### src/rtl/sop_indicator.sv
module sop_indicator #(
  parameter int TX_LAT   = 2,
  parameter int CNT_W    = 4,
  parameter int NUM_PINS = 4
) (
  input  logic                  clk,
  input  logic                  rst_n,
  input  logic                  tx_valid,
  input  logic [7:0]            tx_data,
  input  logic                  rx_valid,
  input  logic [7:0]            rx_data,
  input  logic                  nibble_mode,
  input  logic                  tx_en,
  input  logic                  rx_en,
  input  logic                  sfd_trigger,
  input  logic                  ncyc_mode,
  input  logic [CNT_W-1:0]      ncyc_len,
  input  logic [2*NUM_PINS-1:0] pin_sel,
  output logic                  tx_sop,
  output logic                  rx_sop,
  output logic [NUM_PINS-1:0]   pin_out
);
  localparam logic [CNT_W-1:0] CNT_MAX = '1;

  logic [1:0]       vld, ena, sop_q;
  logic [7:0]       dat [2];
  logic [CNT_W-1:0] neff;

  assign vld    = {rx_valid, tx_valid};
  assign ena    = {rx_en, tx_en};
  assign dat[0] = tx_data;
  assign dat[1] = rx_data;
  assign neff   = (ncyc_len == '0) ? CNT_W'(1) : ncyc_len;

  for (genvar g = 0; g < 2; g++) begin : g_dir
    logic             prev_v, seen, hit, trig, keep;
    logic [3:0]       prev_nib;
    logic [CNT_W-1:0] cnt;

    assign hit  = !seen && vld[g] &&
                  (nibble_mode ? (prev_v && prev_nib == 4'h5 && dat[g][3:0] == 4'hD)
                               : (dat[g] == 8'hD5));
    assign trig = ena[g] && vld[g] && (sfd_trigger ? hit : !prev_v);
    assign keep = ena[g] && vld[g] && (!ncyc_mode || cnt < neff);

    always_ff @(posedge clk or negedge rst_n) begin
      if (!rst_n) begin
        prev_v   <= 1'b0;
        prev_nib <= '0;
        seen     <= 1'b0;
        sop_q[g] <= 1'b0;
        cnt      <= '0;
      end else begin
        prev_v <= vld[g];
        if (vld[g]) prev_nib <= dat[g][3:0];
        if (!vld[g])  seen <= 1'b0;
        else if (hit) seen <= 1'b1;
        sop_q[g] <= trig || (sop_q[g] && keep);
        if (trig) cnt <= CNT_W'(1);
        else if (sop_q[g] && cnt != CNT_MAX) cnt <= cnt + CNT_W'(1);
      end
    end

    a_r2_disabled_quiet: assert property (@(posedge clk) disable iff (!rst_n)
      !ena[g] |=> !sop_q[g]);
    a_r6_drop_after_frame: assert property (@(posedge clk) disable iff (!rst_n)
      !vld[g] |=> !sop_q[g]);
    a_r3_rise_on_data: assert property (@(posedge clk) disable iff (!rst_n)
      $rose(sop_q[g]) |-> $past(vld[g]));
    a_r7_pulse_bound: assert property (@(posedge clk) disable iff (!rst_n)
      (ncyc_mode && sop_q[g] && cnt >= neff) |=> !sop_q[g]);
  end

  assign rx_sop = sop_q[1];

  if (TX_LAT == 0) begin : g_nodly
    assign tx_sop = sop_q[0];
  end else begin : g_dly
    logic [TX_LAT-1:0] dly;
    always_ff @(posedge clk or negedge rst_n) begin
      if (!rst_n) dly <= '0;
      else        dly <= (dly << 1) | TX_LAT'(sop_q[0]);
    end
    assign tx_sop = dly[TX_LAT-1];
  end

  for (genvar p = 0; p < NUM_PINS; p++) begin : g_pin
    always_comb begin
      case (pin_sel[2*p +: 2])
        2'b01:   pin_out[p] = tx_sop;
        2'b10:   pin_out[p] = rx_sop;
        default: pin_out[p] = 1'b0;
      endcase
    end
  end

  a_r1_reset_quiet: assert property (@(posedge clk)
    !rst_n |=> (!rx_sop && !tx_sop));
endmodule

### config.mk
export PLATFORM = sky130hd
export DESIGN_NAME = sop_indicator
export DESIGN_NICKNAME = d
export VERILOG_FILES = /design/src/rtl/sop_indicator.sv
export SDC_FILE = /design/constraint.sdc
export NUM_CORES = 1
export LEC_CHECK = 0
export BUFFER_PORTS_ARGS = -buffer_cell sky130_fd_sc_hd__buf_2
export CAP_MARGIN = 20
export CORE_MARGIN = 2
export CORE_UTILIZATION = 55
export DETAILED_ROUTE_END_ITERATION = 10
export PLACE_DENSITY = 0.84
export SYNTH_ARGS = -nofsm -noshare
export SYNTH_HDL_FRONTEND = slang
export SYNTH_SLANG_ARGS = --single-unit
### constraint.sdc
create_clock -name clk -period 3 [get_ports clk]
set_input_delay 0.15 -clock clk [delete_from_list [all_inputs] [get_ports clk]]
set_output_delay 0.15 -clock clk [all_outputs]
set_load 0.01 [all_outputs]
==> metrics.cfg, run 1 <==
[critical_path]
cp_num_buf_inv=0
cp_cell_sequence=ha_1 -> a211oi_1 -> nand2_1 -> a31o_2 -> a31oi_1
endpoint_kind=flip-flop
path_class=flip-flop to flip-flop
cp_max_fo=4
worstPathRequired_ps=3250
arrival_ps=1780
crit_family=compound AO/OA/AOI/OAI gates
critPathSlowestCell=dfrtp_1
start_kind=flip-flop
slowest_delay_ps=440

[detailed_routing]
wl_met2_mm=1.464
drc=0
wl_met1_mm=1.196
vias=1219
dr.first_iter.drc_count=22
wl_per_cell_um=13.77
wirelength_mm=2.919
first_pass_iters=5
dr_wl_met3_um=212
ant_nets=0
highest_layer=met4
viasPerCell=5.750

[synth]
synth-compound-area-share_pct=14.88
synth_top_family_by_area=compound AO/OA/AOI/OAI gates
syn_area_um2=1438
yosysWarnings=0
synth-xor-area-share_pct=3.046
synth_edf_count=0
synthArstFlopShare_pct=100.0
synthAdderAreaFrac_pct=13.93
synthSimpleGateAreaFrac_pct=14.36
ys_seq_area_share_pct=41.78
synth_cell_type_count=31
syn_inst=138
synth_ff_type=dfrtp_1
synth_fp_nets=191
synth_area_per_cell_um2=10.42
synth_mux_area_share_pct=8.355
synth-seq-cells=24

[placed_design]
dp_hpwl_mm=2.374
place_ws_ps=1508
gp_congestion=0.7476
postPlaceCellArea_um2=1674
portBuffers=42

[layout]
finalNetCount=236
diodes=0
nFillCells=192
syn2layout_area_growth_pct=20.80
layout-drive-gt1-share_pct=32.97
design_area_um2=1737

[timing]
fin_worst_hold_slack_ps=31.58
fmax_mhz=657.3
setup_viol_count_final=0
finalCritPeriodShare_pct=50.71
setup_ws_ps=1479
rsz0062_at_grt=false
worst_slew_pin_slew_ps=522.1
max_slew_margin_pct=65.19
setup-tns-final_ps=0
clock_skew_ps=12.60
slew_viol_final=0
finalCriticalPeriod_ps=1521
finalHoldViolations=0

[power]
peakVddDrop_mv=0.4785
powerDensity_nw_per_um2=542.8
power_uw=942.7
power.leakage_nw=0.8801

[clock_network]
cts_resized=0
numCtsBuffers=3
clock_latency_ps=330
cts_setup_buffers=0
postCtsHoldBufs=1
cts_buffer_depth=2
clock-sinks=24
htreeDepth=1
cts_tree=yes
cts_root_buffer=clkbuf_4
cts.clk_slew.worst_paths_ps=140

[global_routing]
grt_pass1_wl_mm=4.533
gr-usage-all-layers_pct=21.55
grt_max_degree=25
antenna_found_initial=0
grt_pass1_vias=1094
overflow=0

[die]
initial_core_util_pct=58.03
core_area_um2=2477
rows=18
die_h_um=55.13
die_area_um2=3039
pin_count=43
die_x_um=55.13

[run]
max_cap_viol_count=0

[outcome]
status=finished, final reports clean

[worst_hold_path]
hp-class=input port to flip-flop

worst paths after layout:
kind / start / end / slack, ps / cells after the start
min in group asynchronous: rst_n / g_dly.dly[0] / 340 / 2
worst max register to register: g_dir[0].cnt[2] / sop_q[0] / 1480 / 5
max in group asynchronous: rst_n / g_dly.dly[1] / 2300 / 2
worst max-delay path: g_dir[0].cnt[2] / sop_q[0] / 1480 / 5
worst min register to register: g_dly.dly[0] / g_dly.dly[1] / 380 / 0
worst min-delay path: tx_valid / g_dir[0].prev_v / 30 / 1
cells by family after synthesis:
logic type      count (synthesis)
simple gates                   39
compound gates                 29
flops                          24
fa+ha+maj                      16
buf+inv                        14
mux                            11
xor+xnor                        5
cell type report:
cell class	count	area, µm²	share of cell area (%)
Inverter	11	41.29	2.378
Clock inverter	1	30.03	1.729
Multi-Input combinational cell	100	784.5	45.17
Timing Repair Buffer	43	220.2	12.68
Sequential cell	24	600.6	34.58
Clock buffer	3	22.52	1.297
Tap cell	30	37.54	2.161
report_power, final:
part | internal, mW | total (mW) | switching (mW)
Clock | 0.135 | 0.234 | 0.0985
Sequential | 0.385 | 0.451 | 0.0659
Combinational | 0.138 | 0.258 | 0.120
Total | 0.658 | 0.943 | 0.284
metal layers:
layer / GRT usage (%) / vias up
met5: 0 / -
met1: 25.39 / 576
met4: 9.756 / 0
met3: 1.882 / 5
li1: - / 585
met2: 39.48 / 53
cells in the mapped netlist (2+ instances only):
cell type / instances / area share (%)
xor2_1: 3 / 1.8
nor2b_1: 2 / 0.87
and3_1: 2 / 0.87
dfrtp_1: 24 / 42
nand4b_1: 3 / 1.8
o21ai_0: 2 / 0.70
nor2_1: 6 / 1.6
mux2i_1: 3 / 2.1
ha_1: 16 / 14
a31o_2: 3 / 1.8
clkbuf_1: 3 / 0.78
mux2_2: 8 / 6.3
a22oi_1: 4 / 2.1
inv_1: 11 / 2.9
nand3_1: 7 / 2.4
nor3_1: 3 / 1.0
xnor2_1: 2 / 1.2
o21bai_1: 2 / 1.0
a21oi_1: 4 / 1.4
nand3b_1: 3 / 1.6
a31oi_1: 8 / 3.5
nand2_1: 10 / 2.6
cell usage in the layout, fill, tap and decap left out, types with 2 or more instances in the layout:
cell type	synthesis	final
a21oi_1	4	4
a22oi_1	4	4
a31o_2	3	3
a31oi_1	8	8
and3_1	2	2
buf_2	0	42
clkbuf_4	0	3
dfrtp_1	24	24
ha_1	16	16
inv_1	11	11
mux2_2	8	8
mux2i_1	3	3
nand2_1	10	10
nand3_1	7	7
nand3b_1	3	3
nand4b_1	3	3
nor2_1	6	6
nor2b_1	2	2
nor3_1	3	3
o21ai_0	2	2
o21bai_1	2	2
xnor2_1	2	2
xor2_1	3	3
sequential cells by signal (all words and copies together), names as in the netlist:
register	cells
sop_q	1
g_dir.prev_nib	8
g_dir.prev_v	2
rx_sop	1
g_dly.dly	2
g_dir.cnt	8
g_dir.seen	2
metrics by stage:
step | cells | utilization [%]
6_report | 212 | 70.10
5_1_grt | 212 | 70.10
4_1_cts | 212 | 70.10
3_5_place_dp | 207 | 67.58
3_3_place_gp | 207 | 67.58
2_1_floorplan | 138 | -
Power figures use the tool's default switching activity.
==> run 2: changes to the inputs <==
Settings changed: CORE_UTILIZATION 55 to 51, PLACE_DENSITY 0.84 to 0.79.
Clock period 3 ns to 1.41 ns, I/O delays scaled along.
==> run 2 against run 1 <==
Net effect:
- combinational power rose to 2.6 times the previous value
- cell count up 4.7%
- sequential cell count is the same
- clock power increased by 50%
- fmax increased by 12%
- die area increased by 7.3%
- via count up 2.0%
- clock-buffer cell count is 1 higher
- power up 110%
- routed wire length rose by 6.5%
- clock skew is 11 ps lower
- largest power group unchanged
- highest routed layer unchanged
==> metrics.cfg, run 2 (same netlist as run 1, synthesis figures left out) <==
[clock_network]
cts_root_buffer=clkbuf_4
clock_latency_ps=310  ; -20 ps
htreeDepth=1  ; unchanged
clock-sinks=24  ; unchanged
numCtsBuffers=3  ; unchanged
cts.clk_slew.worst_paths_ps=130  ; about the same
cts_tree=yes
cts_buffer_depth=2  ; unchanged

[die]
die_area_um2=3260  ; +7.3%
rows=19  ; +1
initial_core_util_pct=53.05  ; -5.0 points
pin_count=43  ; unchanged
die_h_um=57.10  ; +3.6%
die_x_um=57.10  ; +3.6%
core_area_um2=2710  ; +9.4%

[critical_path]
arrival_ps=1600  ; -180 ps
cp_cell_sequence=ha_1 -> a211oi_2 -> nand2_1 -> a31o_2 -> a31oi_1
worstPathRequired_ps=1650  ; -1600 ps
start_kind=flip-flop
path_class=flip-flop to flip-flop
endpoint_kind=flip-flop
slowest_delay_ps=440  ; about the same
crit_family=compound AO/OA/AOI/OAI gates
critPathSlowestCell=dfrtp_1
cp_num_buf_inv=0  ; unchanged
cp_max_fo=3  ; -1

[detailed_routing]
highest_layer=met4
vias=1243  ; +2.0%
wl_met2_mm=1.601  ; +9.4%
wirelength_mm=3.108  ; +6.5%
ant_nets=0  ; unchanged
dr_wl_met3_um=173  ; -18%
wl_met1_mm=1.304  ; +9.0%
drc=0  ; unchanged
viasPerCell=5.599  ; -2.6%
dr.first_iter.drc_count=16  ; -27%
wl_per_cell_um=14.00  ; +1.7%
first_pass_iters=4  ; -1

[power]
powerDensity_nw_per_um2=1075  ; +98%
power_mw=1.966  ; +110%
power.leakage_nw=0.9138  ; +3.8%
peakVddDrop_mv=0.9442  ; +97%

[placed_design]
dp_hpwl_mm=2.306  ; -2.9%
dp.cells=210  ; +1.4%
portBuffers=42  ; unchanged
gp_congestion=0.8381  ; +12%
postPlaceCellArea_um2=1690  ; +0.97%

[timing]
finalCriticalPeriod_ps=1362  ; -159.7 ps
worst_slew_pin_slew_ps=516.6  ; -5.446 ps
slew_viol_final=0  ; unchanged
setup_viol_count_final=0  ; unchanged
finalHoldViolations=0  ; unchanged
finalCritPeriodShare_pct=96.57  ; +46 points
rsz0062_at_grt=false
max_slew_margin_pct=65.56  ; +0.36 points
fmax_mhz=734.4  ; +12%
setup-tns-final_ps=0  ; unchanged
clock_skew_ps=1.470  ; -11.13 ps

[global_routing]
overflow=0  ; unchanged
grt_pass1_vias=1246  ; +14%
grt_pass1_wl_mm=5.244  ; +16%
gr-usage-all-layers_pct=20.22  ; -1.3 points
grt_max_degree=25  ; unchanged
antenna_found_initial=0  ; unchanged

[layout]
layout_commonest_cell=buf_2
layout-drive-gt1-share_pct=35.08  ; +2.1 points
finalNetCount=245  ; +3.8%
diodes=0  ; unchanged
design_area_um2=1828  ; +5.3%
instances_no_fill=222  ; +4.7%
layout_common_cells=buf_2, dfrtp_1, ha_1
syn2layout_area_growth_pct=27.15
reg_top3=g_dir.cnt (8), g_dir.prev_nib (8)

[run]
max_cap_viol_count=0  ; unchanged

[outcome]
status=finished, final reports clean

[worst_hold_path]
hp-class=input port to flip-flop

run 2: cell types whose count changed in the layout (fill, tap and decap cells not counted), sizes merged:
cell / previous run / this run
clkbuf: 3 / 4
buf: 42 / 45
dlygate4sd3: 1 / 7
bufinv: 1 / 0
run 2: stage by stage:
step / hold WS [ps] / utilization [%] / worst slack (ps)
floorplan: -225.1 / - / 58.49
global placement: 67.75 / 62.37 / 77.59
detailed placement: 75.18 / 62.37 / 2.479
CTS: 1.948 / 66.85 / 4.460
global route: 1.240 / 67.45 / 11.66
finish: 11.89 / 67.45 / 48.30
run 2: path summary, 6_finish.rpt:
kind | startpoint | end | slack [ps] | cells past startpoint
setup / recovery | g_dir[0].cnt[3] | sop_q[0] | 50 | 5
hold / removal | tx_data[3] | g_dir[0].prev_nib[3] | 10 | 2
setup reg to reg | g_dir[0].cnt[3] | sop_q[0] | 50 | 5
hold reg to reg | g_dly.dly[0] | g_dly.dly[1] | 380 | 0
max in group asynchronous | rst_n | rx_sop | 750 | 2
min in group asynchronous | rst_n | g_dir[1].prev_nib[0] | 290 | 2
run 2: report_power, final:
part	switching [mW]	internal, mW
registers	0.133	0.820
logic	0.291	0.370
clock network	0.194	0.158
total	0.618	1.35
run 2: area by class of cell:
class	instances	area [µm²]
Clock buffer	4	36.28
Fill cell	224	882.1
Inverter	11	41.29
Multi-Input combinational cell	100	807.0
Sequential cell	24	601.8
Tap cell	31	38.79
Timing Repair Buffer	52	302.8
run 2: timing repair:
item,4_1_cts,5_1_grt
endpoints found under the setup margin,1,4
setup buffers,1,0
gates resized for setup,2,2
pin swaps,0,1
hold buffers,6,1
hold endpoints to repair,34,1
run 2: metal layers:
layer / vias up / GRT usage (%)
met4: 0 / 4.983
met2: 49 / 38.92
met5: - / 0
li1: 610 / -
met1: 580 / 23.60
met3: 4 / 2.494
